## src/rtl/sb_pkg.sv

```systemverilog
`timescale 1ns/1ps
// sb_pkg: shared types of the store buffer.
// Assumes: nothing beyond the 1800-2017 language.
package sb_pkg;

    // Source of the single cache write port in a given cycle.
    typedef enum logic [1:0] {
        WR_NONE   = 2'd0,
        WR_DIRECT = 2'd1,
        WR_RETIRE = 2'd2
    } wr_src_e;

endpackage

```

## src/rtl/sb_ptrs.sv

```systemverilog
`timescale 1ns/1ps
// sb_ptrs: head/tail pointers and occupancy of the entry ring.
// Assumes: DEPTH is a power of two, at least 2, so pointers wrap by
// plain overflow; push is never asserted while full, pop never while empty.
module sb_ptrs #(
    parameter int DEPTH = 4,
    localparam int PW = $clog2(DEPTH),
    localparam int CW = $clog2(DEPTH + 1)
) (
    input  logic          clk,
    input  logic          rst_n,
    input  logic          push,
    input  logic          pop,
    output logic [PW-1:0] head,
    output logic [PW-1:0] tail,
    output logic [CW-1:0] count,
    output logic          full,
    output logic          empty
);

    // Advance pointers and track occupancy.
    always_ff @(posedge clk) begin
        if (!rst_n) begin
            head  <= '0;
            tail  <= '0;
            count <= '0;
        end else begin
            if (push) tail <= tail + PW'(1);
            if (pop)  head <= head + PW'(1);
            count <= count + CW'(push) - CW'(pop);
        end
    end

    // Occupancy flags.
    always_comb begin
        full  = (count == CW'(DEPTH));
        empty = (count == '0);
    end

endmodule

```

## src/rtl/sb_fwd_merge.sv

```systemverilog
`timescale 1ns/1ps
// sb_fwd_merge: builds load data from the cache word overlaid, byte by
// byte, with the youngest queued store covering that byte.
// Assumes: entries head .. head+count-1 are live, oldest first.
module sb_fwd_merge #(
    parameter int DEPTH = 4,
    parameter int AW = 16,
    parameter int DW = 32,
    localparam int BW = DW / 8,
    localparam int PW = $clog2(DEPTH),
    localparam int CW = $clog2(DEPTH + 1)
) (
    input  logic [AW-1:0] ent_addr [DEPTH],
    input  logic [DW-1:0] ent_data [DEPTH],
    input  logic [BW-1:0] ent_be   [DEPTH],
    input  logic [PW-1:0] head,
    input  logic [CW-1:0] count,
    input  logic [AW-1:0] ld_addr,
    input  logic [DW-1:0] cache_data,
    output logic [DW-1:0] merged,
    output logic          hit
);

    // Walk oldest to youngest so a younger byte overwrites an older one.
    always_comb begin
        merged = cache_data;
        hit    = 1'b0;
        for (int k = 0; k < DEPTH; k++) begin
            logic [PW-1:0] idx;
            idx = head + PW'(k);
            if ((CW'(k) < count) && (ent_addr[idx] == ld_addr)) begin
                for (int b = 0; b < BW; b++) begin
                    if (ent_be[idx][b]) begin
                        merged[8*b +: 8] = ent_data[idx][8*b +: 8];
                        hit              = 1'b1;
                    end
                end
            end
        end
    end

endmodule

```

## src/rtl/store_buffer.sv

```systemverilog
`timescale 1ns/1ps
// store_buffer: in-order store queue in front of a data cache.
// Stores to lines not yet writable are queued and drain once ownership
// is granted; loads see the youngest queued bytes; a write barrier
// reports busy until the queue is empty.
// Assumes: DEPTH is a power of two; cache_rd_data is the cache word at
// ld_addr in the same cycle; a grant is never withdrawn while queued.
module store_buffer
    import sb_pkg::*;
#(
    parameter int DEPTH = 4,
    parameter int AW = 16,
    parameter int DW = 32,
    parameter int LINE_W = 2,
    localparam int BW = DW / 8,
    localparam int LAW = AW - LINE_W,
    localparam int PW = $clog2(DEPTH),
    localparam int CW = $clog2(DEPTH + 1)
) (
    input  logic           clk,
    input  logic           rst_n,
    input  logic           st_valid,
    input  logic [AW-1:0]  st_addr,
    input  logic [DW-1:0]  st_data,
    input  logic [BW-1:0]  st_be,
    input  logic           st_owned,
    output logic           stall,
    input  logic           ld_valid,
    input  logic [AW-1:0]  ld_addr,
    input  logic [DW-1:0]  cache_rd_data,
    output logic [DW-1:0]  ld_data,
    output logic           ld_fwd,
    input  logic           grant_valid,
    input  logic [LAW-1:0] grant_line,
    output logic           own_req,
    output logic [LAW-1:0] own_req_line,
    input  logic           barrier_req,
    output logic           barrier_busy,
    output logic           wr_valid,
    output logic [AW-1:0]  wr_addr,
    output logic [DW-1:0]  wr_data,
    output logic [BW-1:0]  wr_be
);

    logic [AW-1:0]    ent_addr [DEPTH];
    logic [DW-1:0]    ent_data [DEPTH];
    logic [BW-1:0]    ent_be   [DEPTH];
    logic [DEPTH-1:0] ent_own;

    logic [PW-1:0] head;
    logic [PW-1:0] tail;
    logic [CW-1:0] cnt;
    logic          full;
    logic          empty;
    logic          st_direct;
    logic          push;
    logic          retire;
    logic          grant_st;
    logic          fwd_hit;
    wr_src_e       wsrc;

    // Accept/route decisions for the incoming store.
    always_comb begin
        st_direct = st_valid && st_owned && empty;
        push      = st_valid && !st_direct && !full;
        stall     = st_valid && full;
        grant_st  = grant_valid && (grant_line == st_addr[AW-1:LINE_W]);
        retire    = !empty && ent_own[head];
    end

    sb_ptrs #(.DEPTH(DEPTH)) i_ptrs (
        .clk   (clk),
        .rst_n (rst_n),
        .push  (push),
        .pop   (retire),
        .head  (head),
        .tail  (tail),
        .count (cnt),
        .full  (full),
        .empty (empty)
    );

    // Capture store payload into the tail entry.
    always_ff @(posedge clk) begin
        for (int i = 0; i < DEPTH; i++) begin
            if (push && (tail == PW'(i))) begin
                ent_addr[i] <= st_addr;
                ent_data[i] <= st_data;
                ent_be[i]   <= st_be;
            end
        end
    end

    // Ownership flag per entry: set at queueing or by a matching grant.
    always_ff @(posedge clk) begin
        if (!rst_n) begin
            ent_own <= '0;
        end else begin
            for (int i = 0; i < DEPTH; i++) begin
                if (push && (tail == PW'(i))) begin
                    ent_own[i] <= st_owned || grant_st;
                end else if (grant_valid &&
                             (ent_addr[i][AW-1:LINE_W] == grant_line)) begin
                    ent_own[i] <= 1'b1;
                end
            end
        end
    end

    // Find the oldest live entry still lacking ownership.
    always_comb begin
        own_req      = 1'b0;
        own_req_line = '0;
        for (int k = DEPTH - 1; k >= 0; k--) begin
            logic [PW-1:0] idx;
            idx = head + PW'(k);
            if ((CW'(k) < cnt) && !ent_own[idx]) begin
                own_req      = 1'b1;
                own_req_line = ent_addr[idx][AW-1:LINE_W];
            end
        end
    end

    // Select the source of the cache write port.
    always_comb begin
        if (retire)         wsrc = WR_RETIRE;
        else if (st_direct) wsrc = WR_DIRECT;
        else                wsrc = WR_NONE;
    end

    // Drive the cache write port from the chosen source.
    always_comb begin
        wr_valid = 1'b0;
        wr_addr  = '0;
        wr_data  = '0;
        wr_be    = '0;
        case (wsrc)
            WR_RETIRE: begin
                wr_valid = 1'b1;
                wr_addr  = ent_addr[head];
                wr_data  = ent_data[head];
                wr_be    = ent_be[head];
            end
            WR_DIRECT: begin
                wr_valid = 1'b1;
                wr_addr  = st_addr;
                wr_data  = st_data;
                wr_be    = st_be;
            end
            default: ;
        endcase
    end

    sb_fwd_merge #(.DEPTH(DEPTH), .AW(AW), .DW(DW)) i_fwd (
        .ent_addr   (ent_addr),
        .ent_data   (ent_data),
        .ent_be     (ent_be),
        .head       (head),
        .count      (cnt),
        .ld_addr    (ld_addr),
        .cache_data (cache_rd_data),
        .merged     (ld_data),
        .hit        (fwd_hit)
    );

    // Load-side and barrier status.
    always_comb begin
        ld_fwd       = ld_valid && fwd_hit;
        barrier_busy = barrier_req && !empty;
    end

endmodule

```

## config.mk

```make
export PLATFORM = sky130hd
export DESIGN_NAME = store_buffer
export DESIGN_NICKNAME = d
export VERILOG_FILES = /design/src/rtl/sb_pkg.sv /design/src/rtl/sb_ptrs.sv /design/src/rtl/sb_fwd_merge.sv /design/src/rtl/store_buffer.sv
export SDC_FILE = /design/constraint.sdc
export NUM_CORES = 1
export LEC_CHECK = 0
export BUFFER_PORTS_ARGS = -buffer_cell sky130_fd_sc_hd__buf_2
export CAP_MARGIN = 20
export CELL_PAD_IN_SITES_DETAIL_PLACEMENT = 2
export CELL_PAD_IN_SITES_GLOBAL_PLACEMENT = 2
export CORE_MARGIN = 4
export CORE_UTILIZATION = 37
export CTS_CLUSTER_SIZE = 20
export DETAILED_ROUTE_END_ITERATION = 16
export HOLD_SLACK_MARGIN = 0.05
export PLACE_DENSITY_LB_ADDON = 0.25
export RECOVER_POWER = 50
export SYNTH_ARGS = -nofsm -noshare
export SYNTH_HDL_FRONTEND = slang
export SYNTH_SLANG_ARGS = --single-unit
```

## constraint.sdc

```tcl
create_clock -name clk -period 3.35 [get_ports clk]
set_input_delay 0.5025 -clock clk [delete_from_list [all_inputs] [get_ports clk]]
set_output_delay 0.5025 -clock clk [all_outputs]
set_load 0.005 [all_outputs]
```

==> key figures, run 1 <==
Run status
  – Status: finished with violations
  – Failing checks: setup timing

Min path
  – Hold Path Class: input port to flop
  – Hold worst-path end: ent_data[41]$_DFFE_PP_
  – Worst Hold Path Cells: 1
  – Hold_sp: st_data[9]

Yosys
  – Mapped Cells: 1392
  – Post-Syn Area: 0.0178 mm²
  – Distinct cell type count of the synthesized netlist: 71
  – Yosys top cell area share: 35.1%
  – Synth warn: 0
  – Number of enable flip-flop cells after synthesis: 208
  – Synth async-reset ratio: 0%
  – Top cells by area, synth: edfxtp_1 35%, mux4_2 24%, mux2i_1 6.2%, xnor2_1 4.6%, nand4_1 2.2%
  – Biggest area consumer among synthesized cells: edfxtp_1
  – Seq cells post-synth: between 200 and 250
  – Syn nets: 1522
  – Syn_area_per_cell: 12.8 µm²
  – Predominant post-synthesis flop cell: edfxtp_1
  – Post-synthesis sequential area ratio: 36.3%

Layout
  – Multi-input gate area: 0.0120 mm²
  – Nets: 2013
  – Most frequent cells in the layout: 284 x buf_4, 208 x edfxtp_1, 193 x mux4_2, 166 x buf_2, 95 x mux2i_1
  – Commonest non-fill, non-tap cell in the layout: buf_4
  – Layout cell share with drive strength beyond 1: between 50% and 60%
  – Core Util, Final: a little over half
  – Layout area overhead: 39.7%
  – # fillers: 4513
  – Register area: 0.00647 mm²
  – Layout Cells excl Fill: 2516

STA
  – Min Clock Period, post-route: 4.49 ns
  – Final hold violations: 0
  – Tightest Pin Transition: about 1.4 ns
  – Final Max Slew Viols: 0
  – Finish-stage setup viols: 102
  – Crit share post-route: 134%
  – Clk_skew: 0.0181 ns
  – Fmax: 223 MHz
  – Fin worst setup slack: -1.14 ns
  – Slew margin rel.: 7.43%
  – RSZ-0062 raised after global routing: yes

Global routing
  – Total global-route track usage: between 30% and 40%
  – Met3 Use GR: 4.54%
  – Grt total ovfl: 0
  – Grt met1 use: 39.7%
  – First-pass GRT wire length: 126 mm
  – Initial antenna violation count: 3
  – Vias in the first global route: 18.2k
  – Met2 GRT Util: between 50% and 60%
  – Most Used Layer, Global Route: met2
  – Largest net degree at the start of global routing: 42

Clock tree
  – CTS tree: yes
  – CTS Hold Bufs: 0
  – Htree depth: 1
  – CTS Buf Count: 27
  – Clk_lat worst skew: 0.59 ns
  – Clock-pin slew on the worst setup and hold paths: 0.07 ns
  – Root Driver: clkbuf_16
  – Clk buf depth: 3
  – CTS Sinks: 219

Pwr
  – Switch Pwr: 0.00594 W
  – Power density over cell area: ~590 mW/mm²
  – Clk network pwr share: ~20%
  – Int Pwr: 0.00864 W
  – Flop pwr share: 24.8%
  – Logic gate share of total power: a little under three fifths
  – Leak: 8.74 nW
  – Maximum vdd ir drop: approximately 0.39 mV
  – Sw frac: 40.7%

Place
  – Input/output buffers: 223
  – Post-DP HPWL: 55.6 mm
  – Final Wtd Congestion: ~0.93
  – Placed cell count: around 2.4k

Setup path
  – Worst R2R Setup Slack: -0.21 ns
  – Critical path's slowest cell: mux4_2
  – Crit-path most repeated cell: buf_12
  – Reg2reg path depth: 19
  – Crit path required time: about 2.9 ns
  – Crit-path cells: buf_12 > buf_12 > buf_12 > mux4_2 > xor2_4 > nor4_4 > o211ai_1 > buf_4 > buf_6 > buf_4 > nor3b_2 > a221oi_4 > o21ai_1 > buf_2
  – RR Startpoint: i_ptrs.head[0]$_SDFFE_PN0P_
  – Critical path fanouts, max: 12
  – Crit path kind: flop to output pin
  – Critical Path AT: 3.99 ns
  – CP max stage delay: roughly 0.57 ns
  – Crit path capture type: output pin
  – Startpoint Class: flop
  – Worst Setup SP: i_ptrs.head[0]$_SDFFE_PN0P_
  – Crit Reg-Reg Endpoint: i_ptrs.count[2]$_SDFF_PN0_

Detailed routing
  – Pre-antenna DRT Iters: 7
  – Antenna Nets Post-Route: 0
  – Vias per inst: 6.83
  – Iter 0 DRT Violations: 1537
  – DRC viols: 0
  – Wire length per cell: 36.8 µm
  – Routed via count: 17.2k
  – Total wire length: 92.6 mm

Die
  – Initial Util: a little under two fifths
  – Core Rows: 80
  – Die Wd: 227 µm
  – Die area: between 0.05 and 0.06 mm²
  – I/O pins: 224
  – Core ar.: 0.0476 mm²
  – Die Y: about 230 µm

Job
  – Max Cap Violations: 0
## power by group through the flow
stage          combinational [W]  sequential (W)  clock (W)
6_report                 0.00807         0.00362    0.00289
4_1_cts                  0.00710         0.00357    0.00287
3_3_place_gp             0.00593         0.00357          0
3_5_place_dp             0.00615         0.00363          0
2_1_floorplan            0.00337         0.00356          0
5_1_grt                  0.00832         0.00364    0.00302
## state kept, by name (all words and copies together) (netlist names)
name / count
ent_data: 128
ent_addr: 64
ent_be: 16
ent_own: 4
i_ptrs.count: 3
i_ptrs.head: 2
i_ptrs.tail: 2
## routing by layer
| metal | part of all wire [%] | wire length [µm] |
|---|---|---|
| met5 | 0 | 0 |
| met4 | 6.7 | 6160 |
| met3 | 6.5 | 6050 |
| met2 | 50 | 46600 |
| met1 | 37 | 33800 |
## logic make-up (layout without fill, tap and decap cells)
kind of cell | after synthesis | after routing | synth area share [%]
AOI/OAI and AO/OA | 222 | 222 | 9.63
xor gates and xnor gates | 133 | 133 | 6.54
adders and majority gates | 9 | 9 | 0.674
buffers and inverters | 162 | 667 | 4.48
DFF | 219 | 219 | 36.3
muxes | 319 | 319 | 31.7
other | 0 | 4 | 0
and+or+nand+nor | 328 | 328 | 10.7
## area by class of cell
type / count / area share (%)
clock inverters: 10 / 0.402
well taps: 615 / 3.09
inverters: 25 / 0.427
clock buffers: 33 / 2.80
diodes: 4 / 0.0402
repair buffers: 599 / 19.1
flip-flops and latches: 219 / 26.0
multi-input cells: 1011 / 48.1
## critical path, delay by kind of cell (launching register included)
family          cells  cell delay [ns]
buf+inv             7             1.08
simple gates        2             0.72
mux                 1             0.57
flops               1             0.40
compound gates      3             0.39
xor+xnor            1             0.20
## cell usage after synthesis, types with 33 or more instances
cell type,n
nand2_1,57
nor3b_1,33
clkbuf_1,62
xor2_1,40
nor2_1,44
buf_2,43
edfxtp_1,208
o21ai_0,43
a22o_1,41
nand4_1,62
mux4_2,192
a311oi_1,34
mux2i_1,110
xnor2_1,93
## repair_timing
item | CTS | global route
setup endpoints to repair | 85 | 102
cloned | 9 | 1
gates resized for setup | 253 | 132
pin swaps | 78 | 36
buffers inserted | 50 | 35
## how the worst max path moves through the flow
| stage | to | slack, ns | depth (start not counted) |
|---|---|---|---|
| finish | ld_data[24] | -1.14 | 14 |
| detailed placement | ld_data[8] | -0.67 | 12 |
| global placement | ld_data[10] | -0.42 | 12 |
| CTS | ld_data[28] | -0.88 | 13 |
| global route | ld_data[24] | -1.20 | 14 |
| floorplan | ld_data[21] | 0.15 | 9 |
## through the flow
stage / total power [W] / TNS, ns / setup slack (ns) / hold WS (ns) / area (µm²)
after detailed placement: 0.00978 / -19.92 / -0.670 / 0.665 / 21600
after floorplan: 0.00694 / 0 / 0.146 / 0.594 / 17800
after CTS: 0.0135 / -34.96 / -0.876 / 0.139 / 24100
after global routing: 0.0150 / -61.74 / -1.20 / 0.238 / 24900
after global placement: 0.00950 / -12.52 / -0.417 / 0.637 / 21600
final: 0.0146 / -55.36 / -1.14 / 0.229 / 24900
Note: power is estimated with default switching activity, not from simulation.
==> run 2, diff against run 1 <==
CELL_PAD_IN_SITES_DETAIL_PLACEMENT = 1   (was 2)
==> run 2 against run 1 <==
Effect of this change: the run still ends with setup timing left; critical path depth is the same; first-iteration DRC count fell by 23%; worst setup slack improved by 0.36 ns; largest cell class unchanged.
==> key figures, run 2 (synthesized netlist as in run 1, its figures left out) <==
Setup path
  – CP max stage delay: 0.50 ns (was 0.57 ns)
  – RR Startpoint: i_ptrs.head[0]$_SDFFE_PN0P_ (unchanged)
  – Crit-path cells: buf_12 > buf_6 > mux4_2 > xor2_1 > nor4_2 > nand4_1 > buf_6 > buf_12 > nand4b_1 > buf_6 > a311oi_2 > buf_4 > o21ai_2 > buf_2 (was buf_12 > buf_12 > buf_12 > mux4_2 > xor2_4 > nor4_4 > o211ai_1 > buf_4 > buf_6 > buf_4 > nor3b_2 > a221oi_4 > o21ai_1 > buf_2)
  – Worst Setup SP: i_ptrs.head[0]$_SDFFE_PN0P_ (unchanged)
  – Worst R2R Setup Slack: -0.06 ns (was -0.21 ns)
  – Startpoint Class: flop (unchanged)
  – Critical path fanouts, max: 8 (was 12)
  – Crit-path most repeated cell: buf_6 (was buf_12)
  – Crit path capture type: output pin (unchanged)
  – Reg2reg path depth: 18 (was 19)
  – Crit path required time: 2.85 ns (about the same)
  – Crit path kind: flop to output pin (unchanged)
  – Critical path's slowest cell: mux4_2 (unchanged)
  – Critical Path AT: 3.62 ns (was 3.99 ns)
  – Crit Reg-Reg Endpoint: i_ptrs.count[2]$_SDFF_PN0_ (unchanged)

Pwr
  – Flop pwr share: 25.8% (was 24.8%)
  – Sw frac: 37.4% (was 40.7%)
  – Switch Pwr: 0.00515 W (was 0.00594 W)
  – Power density over cell area: 550 mW/mm² (was 586 mW/mm²)
  – Logic gate share of total power: 54.4% (was 55.3%)
  – Clk network pwr share: 19.8% (about the same)
  – Int Pwr: 0.00864 W (about the same)
  – Maximum vdd ir drop: 0.405 mV (was 0.386 mV)
  – Leak: 8.84 nW (was 8.74 nW)

Clock tree
  – CTS Sinks: 219 (unchanged)
  – Htree depth: 1 (unchanged)
  – CTS Buf Count: 27 (unchanged)
  – Clk buf depth: 3 (unchanged)
  – Clk_lat worst skew: 0.55 ns (was 0.59 ns)
  – Clock-pin slew on the worst setup and hold paths: 0.06 ns (was 0.07 ns)
  – CTS Hold Bufs: 0 (unchanged)
  – CTS tree: yes (unchanged)
  – Root Driver: clkbuf_16 (unchanged)

Detailed routing
  – Highest routing layer actually used: met4 (unchanged)
  – Wire length per cell: 27.7 µm (was 36.8 µm)
  – Routed via count: 15.6k (was 17.2k)
  – Antenna Nets Post-Route: 0 (unchanged)
  – Iter 0 DRT Violations: 1180 (was 1537)
  – Vias per inst: 6.14 (was 6.83)
  – Pre-antenna DRT Iters: 7 (unchanged)
  – Met3 wire length: 3.49 mm (was 6.05 mm)
  – Total wire length: 70.2 mm (was 92.6 mm)
  – DR WL met2: 35.7 mm (was 46.6 mm)
  – DRC viols: 0 (unchanged)
  – Routed metal-1 wirelength: 28.8 mm (was 33.8 mm)

STA
  – Slew margin rel.: 16.9% (was 7.43%)
  – Setup tns final: -36.64 ns (was -55.36 ns)
  – Fin worst setup slack: -0.777 ns (was -1.14 ns)
  – Hold WS: 0.255 ns (was 0.229 ns)
  – Final Max Slew Viols: 0 (unchanged)
  – Tightest Pin Transition: 1.25 ns (was 1.39 ns)
  – Clk_skew: 0.00712 ns (was 0.0181 ns)
  – Final hold violations: 0 (unchanged)
  – Fmax: 242 MHz (was 223 MHz)
  – RSZ-0062 raised after global routing: yes (unchanged)
  – Crit share post-route: 123% (was 134%)
  – Finish-stage setup viols: 100 (was 102)
  – Min Clock Period, post-route: 4.13 ns (was 4.49 ns)

Layout
  – Layout area overhead: 40.8% (was 39.7%)
  – Layout cell share with drive strength beyond 1: 53.6% (was 53.3%)
  – Nets: 2028 (was 2013)
  – Number of flip-flops in the largest register: 128 (unchanged)
  – # fillers: 4807 (was 4513)
  – Top reg by flops: ent_data (unchanged)
  – Largest registers: ent_data: 128 flops, ent_addr: 64 flops, ent_be: 16 flops (unchanged)
  – Commonest non-fill, non-tap cell in the layout: buf_4 (unchanged)
  – Core Util, Final: 52.7% (was 52.2%)
  – Most frequent cells in the layout: 285 x buf_4, 208 x edfxtp_1, 193 x mux4_2, 164 x buf_2, 98 x mux2i_1 (was 284 x buf_4, 208 x edfxtp_1, 193 x mux4_2, 166 x buf_2, 95 x mux2i_1)

Global routing
  – First-pass GRT wire length: 102 mm (was 126 mm)
  – Initial antenna violation count: 3 (unchanged)
  – Grt total ovfl: 0 (unchanged)
  – Vias in the first global route: 16.0k (was 18.2k)
  – Total global-route track usage: 25.9% (was 32.9%)
  – Largest net degree at the start of global routing: 42 (unchanged)

Place
  – Post-DP HPWL: 49.7 mm (was 55.6 mm)
  – Input/output buffers: 223 (unchanged)
  – Dpl ws: -0.476 ns (was -0.670 ns)
  – Final Wtd Congestion: 0.927 (unchanged)

Min path
  – Hold Path Class: input port to flop (unchanged)
  – Hold_sp: st_data[4] (was st_data[9])
  – Worst Hold Path Cells: 1 (unchanged)
  – Hold worst-path end: ent_data[4]$_DFFE_PP_ (was ent_data[41]$_DFFE_PP_)

Job
  – Max Cap Violations: 0 (unchanged)

Die
  – Die Y: 227 µm (unchanged)
  – Core Rows: 80 (unchanged)
  – Die Wd: 227 µm (unchanged)
  – Initial Util: 37.4% (unchanged)
  – Die area: 0.0517 mm² (unchanged)
  – Core ar.: 0.0476 mm² (unchanged)
  – I/O pins: 224 (unchanged)

Run status
  – Failing checks: setup timing (unchanged)
  – Status: finished with violations (unchanged)
run 2: changes by cell type in the layout (fill, tap and decap cells not counted), moves of 5 or more:
cell,previous run,this run
a311oi_4,15,9
o21ai_0,9,14
buf_6,39,45
o21ai_2,15,2
a311oi_2,14,23
xnor2_1,84,79
xnor2_2,9,14
clkbuf_16,28,33
buf_8,7,12
o21ai_1,22,30
run 2: metal layers:
layer,vias up,GRT usage [%]
li1,6754,-
met3,97,3.25
met5,-,0
met2,538,45.0
met4,0,8.57
met1,8173,33.9
run 2: power by group through the flow:
stage          clock network [W]  registers [W]  logic (W)
6_report                 0.00273        0.00356    0.00750
5_1_grt                  0.00291        0.00359    0.00793
4_1_cts                  0.00278        0.00355    0.00705
3_5_place_dp                   0        0.00361    0.00601
3_3_place_gp                   0        0.00357    0.00593
2_1_floorplan                  0        0.00356    0.00337
run 2: how the worst max path moves through the flow:
stage,to,slack (ns),cells past startpoint
6_report,ld_data[7],-0.78,14
3_3_place_gp,ld_data[10],-0.42,12
5_1_grt,ld_data[7],-0.95,15
2_1_floorplan,ld_data[21],0.15,9
3_5_place_dp,ld_data[4],-0.48,11
4_1_cts,ld_data[3],-0.81,14
run 2: final cells by class:
class	count	area (µm²)	share of cell area, %
antenna	3	7.51	0.0299
inverter	25	106	0.424
tap	615	769	3.07
sequential	219	6470	25.8
clock inverter	17	126	0.504
timing repair buffer	614	5030	20.1
multi-input combinational	1011	11900	47.3
clock buffer	31	691	2.75
run 2: critical path: cells and delay by family (launching register included):
kind	cells	cell delay (ns)
buffers and inverters	7	1.02
and+or+nand+nor	3	0.73
muxes	1	0.50
DFF	1	0.37
AOI/OAI and AO/OA	2	0.26
xor gates and xnor gates	1	0.17
run 2: timing repair:
item	in CTS	in global routing
gates cloned	9	6
hold endpoints to repair	0	0
gates resized for setup	278	106
pin swaps	86	41
endpoints found under the setup margin	82	103
setup buffers	59	35
run 2: metrics by stage:
stage	area (µm²)	instances	power, W
global route	25100	2534	0.0144
floorplan	17800	1392	0.00694
finish	25100	2535	0.0138
CTS	24300	2500	0.0134
detailed placement	21600	2388	0.00962
global placement	21600	2388	0.00950
